File: config.mk
export PLATFORM = sky130hd
export DESIGN_NAME = ucount_seq
export DESIGN_NICKNAME = d
export VERILOG_FILES = /design/src/rtl/ucount_pkg.sv /design/src/rtl/ucount_prescale.sv /design/src/rtl/ucount_route.sv /design/src/rtl/ucount_bcd.sv /design/src/rtl/ucount_fsm.sv /design/src/rtl/ucount_seq.sv
export SDC_FILE = /design/constraint.sdc
export NUM_CORES = 1
export LEC_CHECK = 0
export BUFFER_PORTS_ARGS = -buffer_cell sky130_fd_sc_hd__buf_2
export CORE_ASPECT_RATIO = 1.4
export CORE_MARGIN = 2
export CORE_UTILIZATION = 45
export CTS_BUF_LIST = sky130_fd_sc_hd__clkbuf_16
export DETAILED_ROUTE_END_ITERATION = 8
export GPL_ROUTABILITY_DRIVEN = 0
export SLEW_MARGIN = 25
export SYNTH_ARGS = -nofsm -noshare
export SYNTH_HDL_FRONTEND = slang
export SYNTH_SLANG_ARGS = --single-unit
File: constraint.sdc
create_clock -name clk -period 3.5 [get_ports clk]
set_clock_uncertainty 0.15 [all_clocks]
set_input_delay 0.175 -clock clk [delete_from_list [all_inputs] [get_ports clk]]
set_output_delay 0.175 -clock clk [all_outputs]
set_load 0.05 [all_outputs]
File: src/rtl/ucount_pkg.sv
package ucount_pkg;

    localparam logic [2:0] FN_FREQ     = 3'd0;
    localparam logic [2:0] FN_PERIOD   = 3'd1;
    localparam logic [2:0] FN_RATIO    = 3'd2;
    localparam logic [2:0] FN_INTERVAL = 3'd3;
    localparam logic [2:0] FN_UNIT     = 3'd4;
    localparam logic [2:0] FN_OSC      = 3'd5;

    typedef enum logic [2:0] {
        S_ARM,
        S_GATE,
        S_STORE,
        S_CLEAR,
        S_WAIT,
        S_HOLD,
        S_UNIT
    } seq_state_e;

    function automatic logic [9:0] range_events(input logic [1:0] r);
        logic [9:0] n;
        unique case (r)
            2'd0: n = 10'd1;
            2'd1: n = 10'd10;
            2'd2: n = 10'd100;
            2'd3: n = 10'd1000;
        endcase
        return n;
    endfunction

endpackage

File: src/rtl/ucount_prescale.sv
module ucount_prescale #(
    parameter int DIV_HI = 100000,
    parameter int DIV_LO = 10000
) (
    input  logic clk,
    input  logic rst_n,
    input  logic sel_lo,
    output logic tick
);
    localparam int W = $clog2(DIV_HI + 1);
    localparam logic [W-1:0] LIM_HI = W'(DIV_HI - 1);
    localparam logic [W-1:0] LIM_LO = W'(DIV_LO - 1);

    logic [W-1:0] cnt;
    logic [W-1:0] lim;

    assign lim  = sel_lo ? LIM_LO : LIM_HI;
    assign tick = (cnt >= lim);

    always_ff @(posedge clk) begin
        if (!rst_n || tick) cnt <= '0;
        else                cnt <= cnt + 1'b1;
    end
endmodule

File: src/rtl/ucount_route.sv
module ucount_route
    import ucount_pkg::*;
(
    input  logic       clk,
    input  logic       rst_n,
    input  logic [2:0] fn,
    input  logic       in_a,
    input  logic       in_b,
    input  logic       tick,
    input  logic       gate_on,
    output logic       main_evt,
    output logic       ref_evt
);
    logic a_q, b_q, ti_open;
    logic a_fall, b_fall;

    assign a_fall = a_q & ~in_a;
    assign b_fall = b_q & ~in_b;

    always_ff @(posedge clk) begin
        if (!rst_n) begin
            a_q     <= 1'b0;
            b_q     <= 1'b0;
            ti_open <= 1'b0;
        end else begin
            a_q <= in_a;
            b_q <= in_b;
            if (!gate_on || fn != FN_INTERVAL) ti_open <= 1'b0;
            else if (ti_open && b_fall)        ti_open <= 1'b0;
            else if (a_fall)                   ti_open <= 1'b1;
        end
    end

    always_comb begin
        case (fn)
            FN_PERIOD:   begin main_evt = 1'b1;    ref_evt = a_fall;           end
            FN_RATIO:    begin main_evt = a_fall;  ref_evt = b_fall;           end
            FN_INTERVAL: begin main_evt = ti_open; ref_evt = b_fall & ti_open; end
            FN_UNIT:     begin main_evt = a_fall;  ref_evt = 1'b0;             end
            FN_OSC:      begin main_evt = 1'b1;    ref_evt = tick;             end
            default:     begin main_evt = a_fall;  ref_evt = tick;             end
        endcase
    end
endmodule

File: src/rtl/ucount_bcd.sv
module ucount_bcd #(
    parameter int DIGITS = 8
) (
    input  logic                  clk,
    input  logic                  rst_n,
    input  logic                  clr,
    input  logic                  en,
    output logic [4*DIGITS-1:0]   value,
    output logic                  ovf
);
    logic [DIGITS:0] carry;

    assign carry[0] = en;

    for (genvar g = 0; g < DIGITS; g++) begin : g_decade
        logic [3:0] d;
        assign carry[g+1]    = carry[g] & (d == 4'd9);
        assign value[4*g+:4] = d;
        always_ff @(posedge clk) begin
            if (!rst_n || clr)  d <= 4'd0;
            else if (carry[g])  d <= (d == 4'd9) ? 4'd0 : d + 4'd1;
        end
    end

    always_ff @(posedge clk) begin
        if (!rst_n || clr)       ovf <= 1'b0;
        else if (carry[DIGITS])  ovf <= 1'b1;
    end
endmodule

File: src/rtl/ucount_fsm.sv
module ucount_fsm
    import ucount_pkg::*;
#(
    parameter int STORE_TICKS = 4,
    parameter int RST_TICKS   = 6,
    parameter int GAP_TICKS   = 20
) (
    input  logic       clk,
    input  logic       rst_n,
    input  logic [2:0] fn,
    input  logic [1:0] rng,
    input  logic       hold,
    input  logic       ext_en,
    input  logic       ext_gate,
    input  logic       tick,
    input  logic       ref_evt,
    output seq_state_e state,
    output logic       gate_on,
    output logic       cnt_win,
    output logic       cnt_clr,
    output logic       latch_en,
    output logic       store_o,
    output logic       rst_o,
    output logic       busy
);
    localparam int GW = $clog2(GAP_TICKS + 1);
    localparam logic [GW-1:0] G_STORE = GW'(STORE_TICKS);
    localparam logic [GW-1:0] G_CLEAR = GW'(STORE_TICKS + RST_TICKS);
    localparam logic [GW-1:0] G_GAP   = GW'(GAP_TICKS);

    seq_state_e state_n;
    logic [GW-1:0] gcnt, gcnt_n, g1;
    logic [9:0]    ref_cnt, ref_n;
    logic [2:0]    fn_q;
    logic [1:0]    rng_q;
    logic          abort, hold_stop, start_ev, window_done;

    assign abort     = (fn != fn_q) || ((rng != rng_q) && (fn != FN_UNIT));
    assign hold_stop = hold && (fn != FN_UNIT);
    assign start_ev  = ext_en ? (tick & ext_gate)
                              : ((fn == FN_INTERVAL) ? 1'b1 : ref_evt);
    assign window_done = ext_en ? (tick & ~ext_gate)
                                : (ref_evt && (ref_cnt == range_events(rng) - 10'd1));
    assign g1 = gcnt + 1'b1;

    always_ff @(posedge clk) begin
        if (!rst_n) begin
            state   <= S_ARM;
            gcnt    <= '0;
            ref_cnt <= '0;
            fn_q    <= fn;
            rng_q   <= rng;
        end else begin
            state   <= state_n;
            gcnt    <= gcnt_n;
            ref_cnt <= ref_n;
            fn_q    <= fn;
            rng_q   <= rng;
        end
    end

    always_comb begin
        state_n = state;
        gcnt_n  = gcnt;
        ref_n   = ref_cnt;
        unique case (state)
            S_ARM: begin
                if (abort) begin
                    state_n = S_CLEAR;
                    gcnt_n  = G_STORE;
                end else if (hold_stop) begin
                    state_n = S_HOLD;
                end else if (fn == FN_UNIT) begin
                    state_n = S_UNIT;
                end else if (start_ev) begin
                    state_n = S_GATE;
                    ref_n   = '0;
                end
            end
            S_GATE: begin
                if (abort) begin
                    state_n = S_CLEAR;
                    gcnt_n  = G_STORE;
                end else if (hold_stop) begin
                    state_n = S_HOLD;
                end else if (window_done) begin
                    state_n = S_STORE;
                    gcnt_n  = '0;
                end else if (ref_evt && !ext_en) begin
                    ref_n = ref_cnt + 10'd1;
                end
            end
            S_STORE, S_CLEAR, S_WAIT: begin
                if (tick) begin
                    gcnt_n = g1;
                    if (g1 >= G_GAP)        state_n = S_ARM;
                    else if (g1 >= G_CLEAR) state_n = S_WAIT;
                    else if (g1 >= G_STORE) state_n = S_CLEAR;
                end
            end
            S_HOLD: begin
                if (!hold || fn == FN_UNIT) state_n = S_ARM;
            end
            S_UNIT: begin
                if (abort) begin
                    state_n = S_CLEAR;
                    gcnt_n  = G_STORE;
                end
            end
        endcase
    end

    always_comb begin
        gate_on  = (state == S_GATE);
        cnt_win  = (state == S_GATE) || (state == S_UNIT);
        cnt_clr  = (state == S_CLEAR) || (state == S_HOLD);
        latch_en = (state == S_STORE) || ((state == S_UNIT) && !hold);
        store_o  = (state == S_STORE);
        rst_o    = (state == S_CLEAR);
        busy     = (state == S_ARM) || (state == S_GATE) || (state == S_UNIT);
    end
endmodule

File: src/rtl/ucount_seq.sv
module ucount_seq
    import ucount_pkg::*;
#(
    parameter int DIGITS      = 8,
    parameter int DIV_HI      = 100000,
    parameter int DIV_LO      = 10000,
    parameter int STORE_TICKS = 4,
    parameter int RST_TICKS   = 6,
    parameter int GAP_TICKS   = 20
) (
    input  logic                clk,
    input  logic                rst_n,
    input  logic [2:0]          fn_sel,
    input  logic [1:0]          range_sel,
    input  logic                sel_1mhz,
    input  logic                in_a,
    input  logic                in_b,
    input  logic                hold,
    input  logic                ext_range_en,
    input  logic                ext_gate,
    output logic [4*DIGITS-1:0] digits,
    output logic                ovf,
    output logic                store_o,
    output logic                rst_o,
    output logic                meas_busy
);
    logic tick, main_evt, ref_evt;
    logic gate_on, cnt_win, cnt_clr, latch_en;
    logic [4*DIGITS-1:0] cnt_value;
    logic cnt_ovf;
    seq_state_e fsm_state;

    ucount_prescale #(.DIV_HI(DIV_HI), .DIV_LO(DIV_LO)) u_pre (
        .clk(clk), .rst_n(rst_n), .sel_lo(sel_1mhz), .tick(tick)
    );

    ucount_route u_route (
        .clk(clk), .rst_n(rst_n), .fn(fn_sel), .in_a(in_a), .in_b(in_b),
        .tick(tick), .gate_on(gate_on), .main_evt(main_evt), .ref_evt(ref_evt)
    );

    ucount_fsm #(
        .STORE_TICKS(STORE_TICKS), .RST_TICKS(RST_TICKS), .GAP_TICKS(GAP_TICKS)
    ) u_fsm (
        .clk(clk), .rst_n(rst_n), .fn(fn_sel), .rng(range_sel), .hold(hold),
        .ext_en(ext_range_en), .ext_gate(ext_gate), .tick(tick),
        .ref_evt(ref_evt), .state(fsm_state), .gate_on(gate_on),
        .cnt_win(cnt_win), .cnt_clr(cnt_clr), .latch_en(latch_en),
        .store_o(store_o), .rst_o(rst_o), .busy(meas_busy)
    );

    ucount_bcd #(.DIGITS(DIGITS)) u_main (
        .clk(clk), .rst_n(rst_n), .clr(cnt_clr), .en(main_evt & cnt_win),
        .value(cnt_value), .ovf(cnt_ovf)
    );

    always_ff @(posedge clk) begin
        if (!rst_n) begin
            digits <= '0;
            ovf    <= 1'b0;
        end else if (latch_en) begin
            digits <= cnt_value;
            ovf    <= cnt_ovf;
        end
    end
endmodule

==> impl_metrics.py <==
metrics = {
    "status": {
        "outcome": "completed",
    },
    "cells_and_area": {
        "area_growth_syn_to_layout_pct": 13.1,
        "antennaDiodeCount": 0,
        "drive_gt1_frac": 0.111,
        "layout.nets": 748,
        "mostFrequentLayoutCells": "nand2_1, dfxtp_1, nor2_1",
        "layout_commonest_cell": "nand2_1",
    },
    "setup_path": {
        "r2r-end": "u_fsm.gcnt[2]",
        "worstPathMaxFanout": 11,
        "startpoint_type": "flop",
        "path_class": "reg -> reg",
        "worstRegToRegCells": 8,
        "timing.critical_path.cells": "ha_1 -> or3b_2 -> nor3_1 -> o21ai_0 -> a31o_2 -> or2_2 -> a21oi_1 -> mux2i_1",
        "arrival_ns": 3.26,
        "cp-end-kind": "flop",
        "r2r_start": "u_pre.cnt[4]",
        "critPathSlowestCell": "or3b_2",
        "cp.required_ns": 3.62,
        "cp_top_family": "simple AND/OR/NAND/NOR gates",
        "max_stage_delay_ns": 0.43,
        "r2r_slack_ns": 0.36,
        "crit_buf_inv": 0,
    },
    "synthesis": {
        "yosysWarningCount": 0,
        "avgSynthCellArea_um2": 8.04,
        "synth_seq_cells": 109,
        "synthDistinctLibCells": 55,
        "ys_seq_area_frac": 0.398,
        "synth_nets": 705,
        "async_reset_ff_frac": 0,
        "syn_area_um2": 5480,
        "synthFlopType": "dfxtp_1",
        "synth_edf_count": 0,
        "postSynthCellCount": 682,
    },
    "clock_network": {
        "tritoncts": "done",
        "ctsResizeCount": 0,
        "clock_sinks": 109,
        "clk_latency_ns": 0.34,
        "path_clk_slew_ns": 0.06,
        "cts_root_buf": "clkbuf_16",
        "htree_levels": 3,
        "clockBufferDepth": 2,
        "cts_buffers": 9,
    },
    "hold_path": {
        "min_path_type": "in -> reg",
        "min_to": "u_route.ti_open",
        "hp-start": "rst_n",
        "worstHoldPathCells": 3,
    },
    "die": {
        "die_x_um": 97.3,
        "dieHeight_um": 135,
        "start_util": 0.461,
        "coreArea_um2": 11900,
        "dieArea_um2": 13100,
        "num_rows": 47,
        "ioPinCount": 49,
    },
    "power": {
        "peakVddDrop_v": 0.000271,
        "power_uw": 2990,
        "powerDensity_nw_per_um2": 483,
        "leakagePower_uw": 0.00229,
    },
    "drt": {
        "routed_wl_um": 12200,
        "dr_total_vias": 4741,
        "drt_iter0_markers": 143,
        "drcViolationCount": 0,
        "post_drt_via_cell_ratio": 5.42,
        "first_pass_iters": 5,
        "ant_nets": 0,
        "wl_per_cell_um": 13.9,
    },
    "sta": {
        "relSlewSlack": 0.455,
        "layout_setup_ws_ns": 0.358,
        "period_minus_slack_ns": 3.14,
        "rsz0062_at_grt": "false",
        "clock.fmax_ghz": 0.318,
        "min_period_over_period": 0.898,
        "tightest_slew_ns": 0.817,
        "hold_slack_ns": 0.224,
        "setup-tns-final_ns": 0,
        "maxSlewViolCount": 0,
        "setup_viol": 0,
        "timing_hold_violations_final": 0,
    },
    "placed_design": {
        "hpwl_um": 8880,
        "pre_cts_slack_ns": 0.380,
        "portBuffers": 48,
    },
    "global_routing": {
        "grt_max_degree": 37,
        "grt_pass1_wl_um": 20500,
        "grt_pass1_vias": 4458,
        "antenna_found_initial": 0,
        "overflow": 0,
        "grtUsageTotal": 0.187,
    },
    "job": {
        "drv_cap": 0,
    },
}
## how the worst max path moves through the flow
| stage | slack (ns) | start | cells after the start | to |
|---|---|---|---|---|
| global route | 0.08 | u_pre.cnt[4] | 8 | u_fsm.gcnt[2] |
| detailed placement | 0.38 | u_pre.cnt[4] | 8 | u_fsm.gcnt[2] |
| finish | 0.36 | u_pre.cnt[4] | 8 | u_fsm.gcnt[2] |
| floorplan | 0.54 | u_fsm.state[2] | 10 | u_main.g_decade[7].d[3] |
| CTS | 0.35 | u_pre.cnt[4] | 8 | u_fsm.gcnt[2] |
| global placement | 0.51 | u_pre.cnt[4] | 8 | u_fsm.gcnt[1] |
## cells in the mapped netlist (10+ instances only)
cell | instances | area, um2
nand3_1 | 26 | 130
nor3_1 | 17 | 85.1
clkbuf_1 | 27 | 101
dfxtp_1 | 109 | 2180
a21oi_1 | 29 | 145
o21ai_0 | 27 | 135
xnor2_1 | 18 | 158
nor2_1 | 61 | 229
a21boi_0 | 39 | 293
mux2i_1 | 21 | 210
xor2_1 | 18 | 158
nand2_1 | 126 | 473
nor2b_1 | 17 | 106
ha_1 | 10 | 125
inv_1 | 15 | 56.3
## power breakdown
part / switching, uW / leakage (uW) / internal, uW
sequential: 23.9 / 0.000882 / 1270
combinational: 510 / 0.00127 / 220
clock: 427 / 0.000137 / 543
## stage by stage
step | instance area [um2] | std cells | utilization
finish | 6200 | 875 | 0.522
floorplan | 5480 | 682 | -
global placement | 5850 | 854 | 0.492
detailed placement | 5850 | 854 | 0.492
global route | 6200 | 875 | 0.522
CTS | 6200 | 875 | 0.522
## state kept, by name, indices dropped and copies added, names as in the netlist
register	count
u_fsm.ref_cnt	10
u_fsm.state	3
u_fsm.gcnt	5
digits	32
u_main.ovf	1
u_route.ti_open	1
u_main.g_decade.d	32
u_route.b_q	1
u_route.a_q	1
u_pre.cnt	17
ovf	1
u_fsm.rng_q	2
u_fsm.fn_q	3
## what timing repair did
item | in CTS | in global routing
hold buffers | 7 | 0
buffers inserted | 0 | 0
hold endpoints to repair | 7 | 0
## final cells by class
class,instances,area (um2)
inverters,15,56.3
flip-flops and latches,109,2180
repair buffers,66,393
clock inverters,5,51.3
fillers,1161,5680
well taps,147,184
clock buffers,9,225
multi-input cells,524,3100
## tightest hold or removal path, stage by stage
cell	delay (ns)
buf_2	0.29
nand3_1	0.15
nor2_1	0.04
## cells by family after synthesis
kind of cell	after synthesis	synth area share
multiplexers	21	0.0384
AO/OA/AOI/OAI	135	0.165
buffers and inverters	49	0.0354
flip-flops	109	0.398
AND/OR/NAND/NOR	322	0.283
adder cells (fa/ha/maj)	10	0.0228
XOR/XNOR	36	0.0575
## layer usage
layer,GRT usage,routed length [um],vias up
met3,0.0367,430,25
li1,-,-,2442
met1,0.217,5260,2186
met2,0.337,6150,88
met5,0,0,-
met4,0.0795,314,0
Power figures use the tool's default switching activity.
